File: src/rtl/misc_cfg_pkg.sv
package misc_cfg_pkg;

    localparam int CFG_W      = 16;
    localparam int BIT_LEDEN  = 12;
    localparam int BIT_PROMWE = 8;
    localparam int BIT_EDGE   = 7;

    localparam logic [CFG_W-1:0] CFG_LIVE_MASK =
        (CFG_W'(1) << BIT_LEDEN) | (CFG_W'(1) << BIT_PROMWE) | (CFG_W'(1) << BIT_EDGE);

    typedef enum logic {
        LD_IDLE = 1'b0,
        LD_FILL = 1'b1
    } ld_state_e;

    typedef struct packed {
        logic led_prog_en;
        logic prom_wr_en;
        logic irq_edge_mode;
    } cfg_bits_t;

endpackage

File: src/rtl/misc_cfg_reg.sv
module misc_cfg_reg
    import misc_cfg_pkg::*;
(
    input  logic             clk,
    input  logic             rst_n,
    input  logic             cfg_wr,
    input  logic [CFG_W-1:0] cfg_wdata,
    output cfg_bits_t        cfg_q,
    output logic [CFG_W-1:0] cfg_rdata
);

    logic unused_wdata;

    // Soft reset and stop are deliberately absent: only hard reset clears.
    always_ff @(posedge clk) begin
        if (!rst_n) begin
            cfg_q <= '0;
        end else if (cfg_wr) begin
            cfg_q.led_prog_en   <= cfg_wdata[BIT_LEDEN];
            cfg_q.prom_wr_en    <= cfg_wdata[BIT_PROMWE];
            cfg_q.irq_edge_mode <= cfg_wdata[BIT_EDGE];
        end
    end

    always_comb begin
        cfg_rdata             = '0;
        cfg_rdata[BIT_LEDEN]  = cfg_q.led_prog_en;
        cfg_rdata[BIT_PROMWE] = cfg_q.prom_wr_en;
        cfg_rdata[BIT_EDGE]   = cfg_q.irq_edge_mode;
    end

    assign unused_wdata = ^(cfg_wdata & ~CFG_LIVE_MASK);

endmodule

File: src/rtl/misc_ld_seq.sv
module misc_ld_seq
    import misc_cfg_pkg::*;
#(
    parameter int DEPTH = 16,
    localparam int AW   = $clog2(DEPTH)
) (
    input  logic          clk,
    input  logic          rst_n,
    input  logic          soft_rst,
    input  logic          stop,
    input  logic          ld_start,
    input  logic          ld_valid,
    output logic          busy,
    output logic          ld_we,
    output logic [AW-1:0] ld_idx
);

    ld_state_e     state_q, state_d;
    logic [AW-1:0] idx_q, idx_d;
    logic          abort;
    logic          last;

    assign abort = soft_rst | stop;
    assign last  = (idx_q == AW'(DEPTH - 1));

    // State register
    always_ff @(posedge clk) begin
        if (!rst_n) begin
            state_q <= LD_IDLE;
            idx_q   <= '0;
        end else begin
            state_q <= state_d;
            idx_q   <= idx_d;
        end
    end

    // Next state: START, FINISH, ABORT
    always_comb begin
        state_d = state_q;
        idx_d   = idx_q;
        unique case (state_q)
            LD_IDLE: begin
                if (ld_start && !abort) begin
                    state_d = LD_FILL;
                    idx_d   = '0;
                end
            end
            LD_FILL: begin
                if (abort) begin
                    state_d = LD_IDLE;
                end else if (ld_valid) begin
                    idx_d = idx_q + AW'(1);
                    if (last) begin
                        state_d = LD_IDLE;
                    end
                end
            end
            default: state_d = LD_IDLE;
        endcase
    end

    // Outputs
    always_comb begin
        busy   = 1'b0;
        ld_we  = 1'b0;
        ld_idx = idx_q;
        unique case (state_q)
            LD_IDLE: busy = 1'b0;
            LD_FILL: begin
                busy  = 1'b1;
                ld_we = ld_valid && !abort;
            end
            default: busy = 1'b0;
        endcase
    end

endmodule

File: src/rtl/misc_shadow_ram.sv
module misc_shadow_ram #(
    parameter int DEPTH = 16,
    parameter int DW    = 8,
    localparam int AW   = $clog2(DEPTH)
) (
    input  logic          clk,
    input  logic          rst_n,
    input  logic          ld_we,
    input  logic [AW-1:0] ld_idx,
    input  logic [DW-1:0] ld_data,
    input  logic          host_we,
    input  logic [AW-1:0] addr,
    input  logic [DW-1:0] host_wdata,
    output logic [DW-1:0] rd_data
);

    logic [DW-1:0] mem_q [DEPTH];

    for (genvar g = 0; g < DEPTH; g++) begin : g_byte
        always_ff @(posedge clk) begin
            if (!rst_n) begin
                mem_q[g] <= '0;
            end else if (ld_we && (ld_idx == AW'(g))) begin
                mem_q[g] <= ld_data;
            end else if (host_we && (addr == AW'(g))) begin
                mem_q[g] <= host_wdata;
            end
        end
    end

    assign rd_data = mem_q[addr];

endmodule

File: src/rtl/misc_irq_drive.sv
module misc_irq_drive (
    input  logic clk,
    input  logic rst_n,
    input  logic pending,
    input  logic edge_mode,
    output logic pin_o,
    output logic pin_oe
);

    logic o_d, oe_d;

    always_comb begin
        if (edge_mode) begin
            oe_d = 1'b1;
            o_d  = pending;
        end else begin
            oe_d = pending;
            o_d  = 1'b0;
        end
    end

    always_ff @(posedge clk) begin
        if (!rst_n) begin
            pin_o  <= 1'b0;
            pin_oe <= 1'b0;
        end else begin
            pin_o  <= o_d;
            pin_oe <= oe_d;
        end
    end

endmodule

File: src/rtl/misc_cfg_irq.sv
module misc_cfg_irq
    import misc_cfg_pkg::*;
#(
    parameter int ROM_BYTES = 16,
    parameter int BYTE_W    = 8,
    localparam int AW       = $clog2(ROM_BYTES)
) (
    input  logic              clk,
    input  logic              rst_n,
    input  logic              soft_rst,
    input  logic              stop,
    input  logic              cfg_wr,
    input  logic [CFG_W-1:0]  cfg_wdata,
    output logic [CFG_W-1:0]  cfg_rdata,
    input  logic [AW-1:0]     prom_addr,
    input  logic              prom_wr,
    input  logic [BYTE_W-1:0] prom_wdata,
    output logic [BYTE_W-1:0] prom_rdata,
    input  logic              ld_start,
    input  logic              ld_valid,
    input  logic [BYTE_W-1:0] ld_data,
    output logic              load_busy,
    input  logic              irq_pending,
    output logic              irq_pin_o,
    output logic              irq_pin_oe
);

    cfg_bits_t     cfg_q;
    logic          ld_we;
    logic [AW-1:0] ld_idx;
    logic          host_we;

    misc_cfg_reg u_cfg (
        .clk       (clk),
        .rst_n     (rst_n),
        .cfg_wr    (cfg_wr),
        .cfg_wdata (cfg_wdata),
        .cfg_q     (cfg_q),
        .cfg_rdata (cfg_rdata)
    );

    misc_ld_seq #(.DEPTH(ROM_BYTES)) u_seq (
        .clk      (clk),
        .rst_n    (rst_n),
        .soft_rst (soft_rst),
        .stop     (stop),
        .ld_start (ld_start),
        .ld_valid (ld_valid),
        .busy     (load_busy),
        .ld_we    (ld_we),
        .ld_idx   (ld_idx)
    );

    assign host_we = prom_wr && cfg_q.prom_wr_en && !load_busy;

    misc_shadow_ram #(.DEPTH(ROM_BYTES), .DW(BYTE_W)) u_ram (
        .clk        (clk),
        .rst_n      (rst_n),
        .ld_we      (ld_we),
        .ld_idx     (ld_idx),
        .ld_data    (ld_data),
        .host_we    (host_we),
        .addr       (prom_addr),
        .host_wdata (prom_wdata),
        .rd_data    (prom_rdata)
    );

    misc_irq_drive u_irq (
        .clk       (clk),
        .rst_n     (rst_n),
        .pending   (irq_pending),
        .edge_mode (cfg_q.irq_edge_mode),
        .pin_o     (irq_pin_o),
        .pin_oe    (irq_pin_oe)
    );

endmodule

File: config.mk
export PLATFORM = sky130hd
export DESIGN_NAME = misc_cfg_irq
export DESIGN_NICKNAME = d
export VERILOG_FILES = /design/src/rtl/misc_cfg_pkg.sv /design/src/rtl/misc_cfg_reg.sv /design/src/rtl/misc_ld_seq.sv /design/src/rtl/misc_shadow_ram.sv /design/src/rtl/misc_irq_drive.sv /design/src/rtl/misc_cfg_irq.sv
export SDC_FILE = /design/constraint.sdc
export NUM_CORES = 1
export LEC_CHECK = 0
export ABC_AREA = 1
export BUFFER_PORTS_ARGS = -buffer_cell sky130_fd_sc_hd__buf_2
export CORE_MARGIN = 2
export CORE_UTILIZATION = 30
export DETAILED_ROUTE_END_ITERATION = 12
export MAX_ROUTING_LAYER = met4
export SLEW_MARGIN = 5
export SYNTH_ARGS = -nofsm -noshare
export SYNTH_HDL_FRONTEND = slang
export SYNTH_HIERARCHICAL = 1
export SYNTH_SLANG_ARGS = --single-unit
File: constraint.sdc
create_clock -name clk -period 2.1 [get_ports clk]
set_clock_uncertainty 0.2 [all_clocks]
set_input_delay 0.21 -clock clk [delete_from_list [all_inputs] [get_ports clk]]
set_output_delay 0.21 -clock clk [all_outputs]
set_load 0.01 [all_outputs]
Word level (Yosys, flattened, before mapping)
Memory sizes are Yosys's and may differ from the RTL's.
Cells that the tools add are included.
{ "op_classes": {"n_reduce_logical": 42, "eq_ne": 33, "bitwise": 34, "muxes": 157, "n_addsub": 1} }
{ "ops": {"columns": ["operator", "n"], "rows": [
  ["$mux 8", 32],
  ["$mux 1", 119],
  ["$eq 4x4->1 const B", 16],
  ["$logic_and 1x1->1", 36],
  ["$or 1x1->1", 33],
  ["$eq 4x3->1 const B", 8],
  ["$eq 4x2->1 const B", 4],
  ["$mux 4", 3],
  ["$eq 4x1->1 const B", 2],
  ["$logic_not 4->1", 2],
  ["$pmux 4 s2", 1],
  ["$add 4x1->4 const B", 1],
  ["$ne 2x2->1 const B", 2],
  ["$pmux 1 s2", 2],
  ["$reduce_and 3->1", 1],
  ["$logic_not 1->1", 2],
  ["$ne 2x1->1 const B", 1],
  ["$reduce_and 2->1", 1],
  ["$not 1->1", 1]
]} }
{ "totals": {"register_bits": 10, "ramBits": 128, "word_cells": 275, "output_inout_bits": 27, "mem_count": 1} }
{ "mem_list": {"columns": ["name", "words", "word_bits", "rd", "rd_ports_with_merged_regs", "write_ports", "line_no", "rtl"], "rows": [
  ["u_ram.mem_q", 16, 8, 1, 0, 16, "misc_shadow_ram.sv:17", "logic [DW-1:0] mem_q [DEPTH];"]
]} }

Logic depth before layout (Yosys ltp)
{ "logic_depth": {"word_depth": 10, "ltp_mapped": 12} }

Cells and area by module
Netlist, hierarchy kept.
{ "by_module_without_submodules": {"columns": ["mod", "cells_each", "seq_area_each_um2", "area_each_um2", "n_inst"], "rows": [
  ["misc_shadow_ram", 991, 3843.7, 7542.2, 1],
  ["misc_ld_seq", 37, 100.1, 277.8, 1],
  ["misc_cfg_reg", 35, 60.1, 240.2, 1],
  ["misc_irq_drive", 7, 40.0, 61.3, 1],
  ["misc_cfg_irq", 2, 0.0, 10.0, 1]
]} }

Worst setup path before layout
Ideal clock, no wire load.
{ "synth_path": {"kind": "reg2reg", "start": "reg u_seq.state_q", "end": "mem u_ram.mem_q[2][0] (enable)", "setup_slack_ns": -0.017, "n_path_buf": 0, "arrival_ns": 1.587, "path_stages_with_launch": 8, "setup_ns": 0.330, "path_cell_list": "dfxtp_1 > nand3_2 > clkinv_2 > inv_1 > nor3_2 > nand2_1 > nand3_1 > nand3_1"} }
{ "synth_lines": {"columns": ["element", "line_no", "rtl"], "rows": [
  ["start, declared", "misc_ld_seq.sv:18", "ld_state_e state_q, state_d;"],
  ["start signal, assigned", "misc_ld_seq.sv:32", "state_q <= state_d;"],
  ["end, declared", "misc_shadow_ram.sv:17", null]
]} }

==> summary.txt <==
Finish
  • Area delta synth->final: 18.8%
  • Non-filler cells, final: 1506
  • NumNets Final: 1196
  • Design area: 9660 sq um
  • Layout cells sized above 1: 16.5%
  • Finished Core Util: 36.0%

Yosys
  • Yosys top cell by area: edfxtp_1
  • Sequential fraction of the synthesis area: 49.7%
  • Synth top area share: 47.3%
  • Cell Area, Synth: 8130 sq um
  • Library cells used by synthesis: 31
  • Async set-reset flop share out of synthesis: 0%
  • Synth Warn #: 6
  • Ranking of synthesized cells by area: edfxtp_1, nand2_1, o21ai_0
  • Synthesized instance count: 1072
  • Synthesized area per cell: 7.59 sq um
  • Ys flop type: edfxtp_1
  • #FFs+latches synth: 138
  • EDFF count, synth: 128

Place
  • I/O Buffers: 45
  • Placed cell areas: 8920 sq um
  • Hpwl dp: 17600 microns
  • Inst Count DP: 1456
  • Setup WS pre-CTS: 0.0943 ns
  • RePlAce Congestion: 0.905

Pwr
  • Maximum vdd drop: 563 uV
  • Total power density per cell area: 686 nW/um^2
  • Leakage: 4.37 nW
  • Total chip power: 6.63 mW

Clock tree
  • Max Root-Sink Buffers: 2
  • Sink Count: 138
  • TritonCTS clock tree: yes
  • H-tree depth: 4
  • Post-CTS Setup Bufs: 0
  • Clk pin slew, worst setup/hold paths: 0.06 ns
  • CTS Buf Count: 17
  • Clock Root Buffer: clkbuf_16
  • Clock latency on the worst-skew pair: 0.42 ns

Hold path
  • Hold path startpoint: soft_rst
  • Worst hold path depth: 5
  • Hold Crit Endpoint: u_seq/state_q$_SDFF_PN0_
  • HP Class: in2reg

Routing
  • Pre-antenna DRT Iters: 5
  • Vias per inst: 4.85
  • DRC Markers: 0
  • Final antenna-violating net count: 0
  • First-iteration detailed-routing DRC count: 795
  • Final WL: 26100 microns
  • Via count: 7299
  • WL/cell: 17.3 microns

Outcome
  • Outcome: completed

Timing
  • Max-slew headroom: 64.0%
  • Sum of negative setup slack: 0 ns
  • Final hold slack: 0.0570 ns
  • Setup violators final: 0
  • Final WS setup: 0.0697 ns
  • Top achievable clock speed: 493 MHz
  • Worst slew pin tran: 0.539 ns
  • Final Slew Violations: 0
  • Tcrit/Tclk final: 96.7%
  • Final hold vios: 0
  • Crit path time final: 2.03 ns

Global routing
  • Largest net degree at the start of global routing: 47
  • Initial antenna violation count: 2
  • Overall Global Routing Usage: 19.1%
  • GRT overflow: 0
  • Global-route wire length before repair: 39000 microns
  • Vias in the first global route: 6790

Worst setup path
  • Most Frequent Cell on Critical Path: dlygate4sd3_1
  • Critical Path RT: 2.21 ns
  • Arr. time, crit path: 2.14 ns
  • Crit Path Max Fanout: 1
  • Cell family with most CP delay: buffers and inverters
  • Worst R2R Setup Slack: 0.15 ns
  • Slowest cell on the critical path: dlygate4sd3_1
  • Crit. End Element: flip-flop
  • CP cell instances: dlygate4sd3_1, buf_2, inv_1, nand2_1, dlygate4sd3_1, nand2_1, nor2_1, dlygate4sd3_1
  • Startpoint types: input port
  • R2r endpoint: u_ram/mem_q[7][0]$_DFFE_PP_
  • Max incr delay on CP: 0.55 ns
  • CP bufs+invs: 5
  • Kind of critical path: in2reg
  • Reg2Reg Launch Point: u_cfg/cfg_q[1]$_SDFFE_PN0P_
  • Register-to-Register Path Depth: 7

Floorplanning
  • Num ports: 72
  • Initial Util: 30.3%
  • Die Height: 169 microns
  • # rows: 60
  • Die area: 28400 sq um
  • Die X: 169 microns
  • Core ar.: 26800 sq um

Run
  • Max-Cap Viols: 0
worst reg2reg max path: cells and delay by family (launching register included):
kind	cells	cell delay (ns)
flip-flops	1	0.34
buffers and inverters	1	0.18
AND/OR/NAND/NOR	6	0.92
layout make-up:
| cell class | count | area (sq um) |
|---|---|---|
| Clock inverter | 10 | 60.1 |
| Tap cell | 341 | 427 |
| Sequential cell | 138 | 4040 |
| Fill cell | 2725 | 17100 |
| Clock buffer | 22 | 495 |
| Inverter | 58 | 219 |
| Antenna cell | 2 | 5.00 |
| Multi-Input combinational cell | 825 | 3580 |
| Timing Repair Buffer | 110 | 828 |
registers in the layout (all words and copies together) (netlist names):
register	flops
u_seq/ld_idx	4
u_seq/state_q	1
u_cfg/cfg_q	3
u_ram/mem_q	128
u_irq/pin_o	1
u_irq/pin_oe	1
placed cells by master (no fill, tap or decap), types with 14 or more instances in the layout:
cell type and instances:
buf_2 45, clkbuf_16 18, nand2_1 608, nand3_1 23
o21ai_0 74, buf_4 43, inv_1 47, edfxtp_1 128
nor2_1 32, nor2_4 18, dlygate4sd3_1 16, nand3_2 14
routing by layer:
| layer | vias up | wire, microns | global-route usage [%] |
|---|---|---|---|
| met3 | 72 | 1990 | 3.44 |
| met4 | 0 | 1290 | 9.11 |
| met2 | 355 | 12100 | 30.4 |
| met1 | 3338 | 10800 | 23.6 |
| li1 | 3534 | - | - |
| met5 | - | 0 | - |
cells by family (layout without fill, tap and decap cells):
logic type,Yosys count,count (layout),synth area share [%]
buf+inv,121,200,7.05
fa+ha+maj,1,1,0.154
simple gates,726,726,37.7
compound gates,85,85,5.31
flops,138,138,49.7
other cells,1,15,0.0461
worst max-delay path by stage:
stage                                      from  slack [ns]                           end  cells after the start
finish                             cfg_wdata[8]        0.07   u_cfg/cfg_q[1]$_SDFFE_PN0P_                      8
global route                           ld_valid      -0.009   u_ram/mem_q[2][6]$_DFFE_PP_                      9
CTS                 u_cfg/cfg_q[1]$_SDFFE_PN0P_        0.08  u_ram/mem_q[11][6]$_DFFE_PP_                      6
detailed placement                         stop        0.09   u_ram/mem_q[1][4]$_DFFE_PP_                      9
global placement    u_cfg/cfg_q[1]$_SDFFE_PN0P_        0.12  u_ram/mem_q[11][7]$_DFFE_PP_                      6
floorplan              u_seq/state_q$_SDFF_PN0_        0.02   u_ram/mem_q[1][0]$_DFFE_PP_                      7
cell usage after synthesis (2+ instances only):
master    instances
buf_4            24
inv_2             9
clkbuf_1         12
nor3_2            2
dfxtp_1          10
nand2_2           4
nand3_1          26
o21ai_1           6
inv_1            47
nor2_1           32
o21ai_0          74
nand4_1           6
a21oi_1           3
buf_2            16
nand2_1         609
buf_1            10
nand2_4           2
edfxtp_1        128
nor2_4           17
nand3_2          11
nor2_2           14
where the power goes:
| group | switching [mW] | internal [mW] | total, mW |
|---|---|---|---|
| sequential | 0.0260 | 3.09 | 3.11 |
| clock | 1.15 | 1.67 | 2.82 |
| combinational | 0.502 | 0.200 | 0.702 |
| total | 1.67 | 4.95 | 6.63 |
timing repair:
action | in CTS | in global routing
hold buffers | 16 | 0
setup endpoints to repair | 0 | 25
gates resized for setup | 0 | 4
endpoints found under the hold margin | 9 | 0
Note: power is estimated with default switching activity, not from simulation.
